### config.mk
export PLATFORM = sky130hd
export DESIGN_NAME = rect_blitter
export DESIGN_NICKNAME = d
export VERILOG_FILES = /design/src/rtl/blit_pkg.sv /design/src/rtl/blit_params.sv /design/src/rtl/blit_walker.sv /design/src/rtl/rect_blitter.sv
export SDC_FILE = /design/constraint.sdc
export NUM_CORES = 1
export LEC_CHECK = 0
export BUFFER_PORTS_ARGS = -buffer_cell sky130_fd_sc_hd__buf_2
export CORE_AREA = 2 2 95 188
export DETAILED_ROUTE_END_ITERATION = 16
export DIE_AREA = 0 0 97 190
export PLACE_DENSITY_LB_ADDON = 0.1
export SYNTH_ARGS = -nofsm -noshare
export SYNTH_HDL_FRONTEND = slang
export SYNTH_SLANG_ARGS = --single-unit
### constraint.sdc
create_clock -name clk_i -period 5.8 [get_ports clk_i]
set_clock_uncertainty 0.05 [all_clocks]
set_input_delay 1.45 -clock clk_i [delete_from_list [all_inputs] [get_ports clk_i]]
set_output_delay 1.45 -clock clk_i [all_outputs]
set_load 0.01 [all_outputs]
### src/rtl/blit_pkg.sv
package blit_pkg;
  localparam logic [7:0] OP_COLOUR  = 8'h0B;
  localparam logic [7:0] OP_DST     = 8'h0C;
  localparam logic [7:0] OP_SRC     = 8'h0D;
  localparam logic [7:0] OP_WIDTH   = 8'h0E;
  localparam logic [7:0] OP_HEIGHT  = 8'h0F;
  localparam logic [7:0] OP_GO_COPY = 8'h21;
  localparam logic [7:0] OP_GO_FILL = 8'h23;

  typedef enum logic [1:0] {ST_IDLE, ST_FILL, ST_RD, ST_WR} blit_st_e;
endpackage

### src/rtl/blit_params.sv
module blit_params
  import blit_pkg::*;
#(
  parameter int ADDR_W = 24,
  parameter int DIM_W  = 10,
  parameter int PIX_W  = 16
) (
  input  logic              clk_i,
  input  logic              rst_ni,
  input  logic              wr_i,
  input  logic [31:0]       word_i,
  output logic [ADDR_W-1:0] dst_o,
  output logic [ADDR_W-1:0] src_o,
  output logic [DIM_W-1:0]  wid_o,
  output logic [DIM_W-1:0]  hgt_o,
  output logic [PIX_W-1:0]  col_o,
  output logic              go_fill_o,
  output logic              go_copy_o,
  output logic              irq_req_o
);
  logic [7:0] op;
  assign op = word_i[31:24];

  always_ff @(posedge clk_i or negedge rst_ni) begin
    if (!rst_ni) begin
      dst_o <= '0;
      src_o <= '0;
      wid_o <= '0;
      hgt_o <= '0;
      col_o <= '0;
    end else if (wr_i) begin
      case (op)
        OP_DST:    dst_o <= {word_i[ADDR_W-1:1], 1'b0};
        OP_SRC:    src_o <= {word_i[ADDR_W-1:1], 1'b0};
        OP_WIDTH:  wid_o <= word_i[DIM_W-1:0];
        OP_HEIGHT: hgt_o <= word_i[DIM_W-1:0];
        OP_COLOUR: col_o <= word_i[PIX_W-1:0];
        default: ;
      endcase
    end
  end

  assign go_fill_o = wr_i && (op == OP_GO_FILL);
  assign go_copy_o = wr_i && (op == OP_GO_COPY);
  assign irq_req_o = word_i[1];

  AST_ADDR_EVEN: assert property (@(posedge clk_i) disable iff (!rst_ni)
    !dst_o[0] && !src_o[0]);
endmodule

### src/rtl/blit_walker.sv
module blit_walker #(
  parameter int ADDR_W = 24,
  parameter int DIM_W  = 10,
  parameter int LINE_W = 11
) (
  input  logic              clk_i,
  input  logic              rst_ni,
  input  logic              start_i,
  input  logic              step_i,
  input  logic [ADDR_W-1:0] dst_base_i,
  input  logic [ADDR_W-1:0] src_base_i,
  input  logic [DIM_W-1:0]  wid_i,
  input  logic [DIM_W-1:0]  hgt_i,
  input  logic [LINE_W-1:0] line_i,
  output logic [ADDR_W-1:0] dst_addr_o,
  output logic [ADDR_W-1:0] src_addr_o,
  output logic              last_o
);
  logic [DIM_W-1:0]  x_q, y_q;
  logic [ADDR_W-1:0] row_dst_q, row_src_q, stride, x_off;
  logic              row_end;

  assign stride  = ADDR_W'({line_i, 1'b0});
  assign x_off   = ADDR_W'({x_q, 1'b0});
  assign row_end = (x_q == wid_i);
  assign last_o  = row_end && (y_q == hgt_i);

  always_ff @(posedge clk_i or negedge rst_ni) begin
    if (!rst_ni) begin
      x_q       <= '0;
      y_q       <= '0;
      row_dst_q <= '0;
      row_src_q <= '0;
    end else if (start_i) begin
      x_q       <= '0;
      y_q       <= '0;
      row_dst_q <= dst_base_i;
      row_src_q <= src_base_i;
    end else if (step_i) begin
      if (row_end) begin
        x_q       <= '0;
        y_q       <= y_q + 1'b1;
        row_dst_q <= row_dst_q + stride;
        row_src_q <= row_src_q + stride;
      end else begin
        x_q <= x_q + 1'b1;
      end
    end
  end

  assign dst_addr_o = row_dst_q + x_off;
  assign src_addr_o = row_src_q + x_off;

  AST_X_IN_ROW: assert property (@(posedge clk_i) disable iff (!rst_ni)
    (step_i && !last_o) |=> (x_q <= wid_i));
endmodule

### src/rtl/rect_blitter.sv
module rect_blitter
  import blit_pkg::*;
#(
  parameter int ADDR_W = 24,
  parameter int DIM_W  = 10,
  parameter int PIX_W  = 16,
  parameter int LINE_W = DIM_W + 1
) (
  input  logic              clk_i,
  input  logic              rst_ni,
  input  logic [LINE_W-1:0] line_pix_i,
  input  logic              cmd_valid_i,
  input  logic [31:0]       cmd_word_i,
  output logic              cmd_ready_o,
  output logic              mem_req_o,
  output logic              mem_we_o,
  output logic [ADDR_W-1:0] mem_addr_o,
  output logic [PIX_W-1:0]  mem_wdata_o,
  input  logic [PIX_W-1:0]  mem_rdata_i,
  output logic              busy_o,
  output logic              done_o,
  output logic              irq_o
);
  blit_st_e          st_q, st_d;
  logic              accept, go_fill, go_copy, irq_req, irq_en_q;
  logic              step, last, finish;
  logic [ADDR_W-1:0] dst_base, src_base, dst_addr, src_addr;
  logic [DIM_W-1:0]  wid, hgt;
  logic [PIX_W-1:0]  colour;

  assign cmd_ready_o = (st_q == ST_IDLE);
  assign accept      = cmd_valid_i && cmd_ready_o;

  blit_params #(.ADDR_W(ADDR_W), .DIM_W(DIM_W), .PIX_W(PIX_W)) u_params (
    .clk_i     (clk_i),
    .rst_ni    (rst_ni),
    .wr_i      (accept),
    .word_i    (cmd_word_i),
    .dst_o     (dst_base),
    .src_o     (src_base),
    .wid_o     (wid),
    .hgt_o     (hgt),
    .col_o     (colour),
    .go_fill_o (go_fill),
    .go_copy_o (go_copy),
    .irq_req_o (irq_req)
  );

  blit_walker #(.ADDR_W(ADDR_W), .DIM_W(DIM_W), .LINE_W(LINE_W)) u_walker (
    .clk_i      (clk_i),
    .rst_ni     (rst_ni),
    .start_i    (go_fill || go_copy),
    .step_i     (step),
    .dst_base_i (dst_base),
    .src_base_i (src_base),
    .wid_i      (wid),
    .hgt_i      (hgt),
    .line_i     (line_pix_i),
    .dst_addr_o (dst_addr),
    .src_addr_o (src_addr),
    .last_o     (last)
  );

  assign step   = (st_q == ST_FILL) || (st_q == ST_WR);
  assign finish = step && last;

  always_comb begin
    st_d = st_q;
    case (st_q)
      ST_IDLE: if (go_fill) st_d = ST_FILL;
               else if (go_copy) st_d = ST_RD;
      ST_FILL: if (last) st_d = ST_IDLE;
      ST_RD:   st_d = ST_WR;
      ST_WR:   st_d = last ? ST_IDLE : ST_RD;
      default: st_d = ST_IDLE;
    endcase
  end

  always_ff @(posedge clk_i or negedge rst_ni) begin
    if (!rst_ni) begin
      st_q     <= ST_IDLE;
      irq_en_q <= 1'b0;
      done_o   <= 1'b0;
      irq_o    <= 1'b0;
    end else begin
      st_q   <= st_d;
      done_o <= finish;
      irq_o  <= finish && irq_en_q;
      if (go_fill || go_copy) irq_en_q <= irq_req;
    end
  end

  assign busy_o      = (st_q != ST_IDLE);
  assign mem_req_o   = busy_o;
  assign mem_we_o    = step;
  assign mem_addr_o  = (st_q == ST_RD) ? src_addr : dst_addr;
  assign mem_wdata_o = (st_q == ST_FILL) ? colour : mem_rdata_i;

  AST_DONE_PULSE: assert property (@(posedge clk_i) disable iff (!rst_ni)
    done_o |=> !done_o);
  AST_IRQ_WITH_DONE: assert property (@(posedge clk_i) disable iff (!rst_ni)
    irq_o |-> done_o);
  AST_DONE_ENDS_BUSY: assert property (@(posedge clk_i) disable iff (!rst_ni)
    done_o |-> (!busy_o && $past(busy_o)));
  AST_WR_AFTER_RD: assert property (@(posedge clk_i) disable iff (!rst_ni)
    (st_q == ST_WR) |-> $past(mem_req_o && !mem_we_o));
  AST_STALL_BUSY: assert property (@(posedge clk_i) disable iff (!rst_ni)
    $rose(busy_o) |-> $past(cmd_valid_i));
endmodule

* After elaboration in Yosys (flattened, before gate mapping) *
Cells that the tools add are included.
W data, S select, Z words.

storage, ports and cells
  word-level logic and storage cells = 71
  register bits = 155
  input bits = 62

cells by class
  muxes and demuxes = 19
  reductions and logical operators = 19
  equal/unequal tests = 14
  add/subtract/negate cells = 6

operator list
  kind                     number
  $mux W24                 7
  $mux W10                 6
  $add A24 B11 Y24         2
  $add A24 B12 Y24         2
  $eq A8 B4 Y1 const B     5
  $add A10 B1 Y10 const B  2
  $eq A10 B10 Y1           2
  $eq A8 B6 Y1 const B     2
  $mux W16                 1
  $reduce_and A2 Y1        7
  $mux W2                  4
  $pmux W2 S4              1
  $logic_and A1 B1 Y1      6
  $reduce_bool A2 Y1       3
  $eq A2 B2 Y1 const B     2
  $ne A3 B1 Y1 const B     1
  $eq A2 B1 Y1 const B     1
  $logic_not A2 Y1         1
  $logic_or A1 B1 Y1       2
  $ne A2 B2 Y1 const B     1

* Depth between registers and ports, before layout *
  depth after elaboration = 6
  depth in mapped cells = 16
  depth with buffers taken out = 13

* Hierarchy *
Synthesis repeated with hierarchy kept, for this count alone.

unflattened totals
  cell total of the unflattened synthesis = 964
  area total of the unflattened synthesis = 10,019.6 um2

by module, submodules not included
  module        instances  cells each  sequential area each (um2)  area each (um2)
  blit_walker   1          711         1,701.6                     5,941.9
  blit_params   1          188         2,052.0                     3,193.1
  rect_blitter  1          65          125.1                       884.6

* Worst setup path before layout *
OpenSTA, ideal clock, no wires.

  kind = register -> output
  from = register st_q[1]
  to = output mem_addr_o[21]
  cell stages (with the launch flop) = 17
  data arrival time = 3,559 ps
  setup slack = 741 ps
  path buffers = 3
  cell sequence = dfrtp_1 nor2b_1 clkbuf_1 buf_1 clkbuf_1 nand2_1 nand2_1 ha_1 inv_1 fa_1 nor2b_1 o31a_1 o22a_1 a31oi_1 nor3_1 nand2_1 xor2_1

on the way
  cells in the longest elaborated chain, start to end = 2

ends and longest elaborated chain
  what                    line                RTL
  from (decl)             rect_blitter.sv:24  blit_st_e st_q, st_d;
  from (signal assigned)  rect_blitter.sv:86  st_q <= st_d;
  $eq A2 B2 Y1            rect_blitter.sv:96  assign mem_addr_o = (st_q == ST_RD) ? src_addr : dst_addr;
  $mux W24                rect_blitter.sv:96
  to (decl)               rect_blitter.sv:17  output logic [ADDR_W-1:0] mem_addr_o,

No other way between the ends.

* Worst setup path after layout *
  from = register st_q[0]
  to = output mem_addr_o[23]

The elaborated chain is that of the path after synthesis.

==> impl_metrics.toml <==
[yosys]
synth_top_area_cell = "dfrtp_1"
post_synth_edffs = 0
ys_ff_latch = 153
synthesis.area_per_instance_um2 = 9.89
synth.area.top_cells = "dfrtp_1 (42%), mux2_2 (9.6%), nand2_1 (5.0%)"
summed_instance_area_of_the_synthesized_netlist_mm2 = 0.00915
synth_seq_area_share_pct = 41.8
synth_largest_type_area_fraction_pct = 41.8
synth_flop_cell = "dfrtp_1"
syn-instance-count = 925
postSynthNetCount = 1024
synth_warnings = 0
synth_async_sr_flop_share_pct = 100
synth.lib_cells_used.distinct = 71

[setup_path]
crit_arrival_ns = 4.01
crit_fanout = 18
cp-start-kind = "flop"
path_cells = "nand2b_1 -> buf_4 -> nand2_1 -> nand2_1 -> ha_1 -> inv_1 -> fa_1 -> nor2b_1 -> o31a_1 -> o22a_1 -> a31oi_1 -> nor3_1 -> nand2_1 -> xor2_1 -> buf_2"
ff2ff_path_depth = 10
worst_path_max_delay_cell = "dfrtp_1"
crit_required_ns = 4.30
regToRegSetupSlack_ns = 2.77
setup.worst_path.end_class = "primary output"
crit_path_kind = "flop to primary output"
timing.critical_path.slowest_cell_delay_ns = 0.57
path_common_cell = "nand2_1"

[routing]
drt_first_iter_violations = 499
drt_first_pass_iters = 4
routed_wirelength_mm = 24.0
routed_wire_length_per_instance_um = 19.3
antenna_violating_nets_post_route = 0
via_count = 7291
drt_via_density = 5.88
post-route-drc-count = 0

[cts]
tritoncts = "yes"
htree_levels = 4
post_cts_hold_buffer_count = 0
clkSlewWorstSetupHoldPaths_ns = 0.06
ctsRootBufferMaster = "clkbuf_16"
clock_sink_count = 153
cts.repair_timing.setup_buffer_count = 0
clk-insertion-delay-late_ns = 0.43
cts-buffers-inserted = 17
cts_buffer_depth = 2
postCtsResizedCells = 0

[placement]
place_worst_setup_slack_ns = 0.811
placed_inst_area_mm2 = 0.00986
dp.final_hpwl_mm = 17.6
portBuffers = 106
final_gp_congestion = 0.906

[floorplan]
die_w_um = 97
core_area_mm2 = 0.0171
dieHeight_um = 190
ioPinCount = 108
placementRows = 68
floorplan.die_area_mm2 = 0.0184
initial_util_pct = 53.5

[timing]
final-max-slew-violation-count = 0
timing.final.crit_share_pct = 95.0
tightest_slew_ns = 1.11
hold_violations = 0
final.setup.worst_slack_ns = 0.288
report.final.setup_viol = 0
fmax_ghz = 0.181
grt_setup_unrepaired = "false"
maxSlewHeadroom_pct = 25.2
final_tns_setup_ns = 0
timing.final.crit_period_ns = 5.51

[cells_and_area]
final_instance_area_mm2 = 0.0105
fin_nets = 1117
diodes = 0
syn_to_layout_area_delta_pct = 14.4
nFillCells = 1457
layout-drive-gt1-share_pct = 25.6
share_of_the_core_filled_with_cells_pct = 61.2

[grt]
grt_pass1_wl_mm = 38.8
groute.usage.overall_pct = 26.7
pin_count_of_the_biggest_net_entering_global_routing = 81
grt_pass1_vias = 7274
grt_antenna_before_repair = 0
grt-ovfl-total = 0

[hold_path]
worst_hold_path.num_cells = 2
hold_path.class = "flop to flop"

[pwr]
leakage_nw = 4.95
p_per_area_mw_per_mm2 = 227
ir_worst_vdd_uv = 368
total_power_mw = 2.38

[job]
timing.max_cap.violations = 0

[status]
run_status = "finished, final reports clean"
layout make-up:
class / count / area, um2 / area share (%)
Inverter: 21 / 78.8 / 0.753
Timing Repair Buffer: 116 / 612 / 5.85
Multi-Input combinational cell: 709 / 5080 / 48.5
Clock buffer: 20 / 467 / 4.46
Clock inverter: 12 / 140 / 1.34
Sequential cell: 153 / 3830 / 36.6
Tap cell: 210 / 263 / 2.51
power by group:
part           leakage [nW]  switching [mW]  internal [mW]
clock                 0.289           0.462          0.672
combinational          2.64           0.104         0.0648
sequential             2.02         0.00478           1.07
path summary, 6_finish.rpt:
check,start,to
worst max-delay path,st_q[0],mem_addr_o[23]
worst min-delay path,u_params.dst_o[3],u_walker.row_dst_q[3]
worst max register to register,u_walker.row_src_q[1],u_walker.row_src_q[19]
worst min register to register,u_params.dst_o[3],u_walker.row_dst_q[3]
max in group asynchronous,rst_ni,u_params.col_o[9]
min in group asynchronous,rst_ni,u_walker.y_q[5]
Yosys cell counts, drive strengths merged (9+ instances only):
| master | n |
|---|---|
| a31oi | 10 |
| mux2 | 98 |
| a211oi | 9 |
| a21oi | 47 |
| nor3 | 20 |
| buf | 14 |
| dfrtp | 153 |
| xnor2 | 45 |
| nand2 | 121 |
| nand3 | 28 |
| inv | 21 |
| nor2 | 71 |
| mux2i | 12 |
| clkbuf | 28 |
| ha | 34 |
| o21ai | 54 |
| xor2 | 35 |
| nand4 | 16 |
sequential cells by signal (all words and copies together) (netlist names):
name                count
irq_o                   1
u_walker.x_q           10
done_o                  1
u_walker.row_dst_q     23
u_walker.row_src_q     23
u_params.src_o         23
u_walker.y_q           10
st_q                    2
u_params.wid_o         10
u_params.dst_o         23
u_params.col_o         16
irq_en_q                1
u_params.hgt_o         10
cell families after synthesis:
group | Yosys count | share of synthesized area [%]
other | 1 | 0.0410
flip-flops | 153 | 41.8
AND/OR/NAND/NOR | 308 | 16.1
buffers and inverters | 63 | 2.94
adder cells (fa/ha/maj) | 37 | 5.31
AO/OA/AOI/OAI | 173 | 11.9
multiplexers | 110 | 14.2
XOR/XNOR | 80 | 7.66
worst max-delay path: cells and delay by family, from the launching register on:
kind / cells / cell delay (ns)
buffers and inverters: 3 / 0.45
XOR/XNOR: 1 / 0.18
flip-flops: 1 / 0.57
AO/OA/AOI/OAI: 3 / 0.69
adder cells (fa/ha/maj): 2 / 0.58
AND/OR/NAND/NOR: 6 / 1.11
placed cells by master (no fill, tap or decap), types with 4 or more instances in the layout:
cell type	Yosys	layout
ha_1	34	34
nor2_1	69	69
nor3_1	19	19
xnor2_1	45	45
and3_1	8	8
nand3_1	28	28
dfrtp_1	153	153
buf_4	3	10
nand2b_1	7	7
inv_1	21	21
mux2_4	20	20
nor2b_1	5	4
mux2_2	78	78
nand2_1	121	121
a21o_1	8	8
xor2_1	35	35
or3_1	5	5
o21ai_0	52	52
mux2i_1	12	12
clkinv_4	0	4
a31oi_1	10	10
nor4_1	5	5
o21a_1	8	8
buf_2	5	105
nand4_1	15	15
clkbuf_16	0	17
o211ai_1	4	4
a21oi_1	47	47
or4_1	4	4
a211oi_1	8	8
o31ai_1	4	4
routing by layer:
layer  global-route usage [%]  wire length (um)  up-vias  share of wire [%]
li1                         -                 -     3468                  -
met1                     35.6             10400     3534                 44
met2                     44.0             11600      246                 49
met3                     3.49              1120       43                4.7
met4                     11.3               764        0                3.2
met5                        0                 0        -                  0
through the flow:
| step | hold WS, ns | instances |
|---|---|---|
| finish | 0.430 | 1241 |
| global route | 0.461 | 1241 |
| CTS | 0.433 | 1241 |
| detailed placement | 0.410 | 1209 |
| global placement | 0.410 | 1209 |
| floorplan | 0.387 | 925 |
Note: power is estimated with default switching activity, not from simulation.
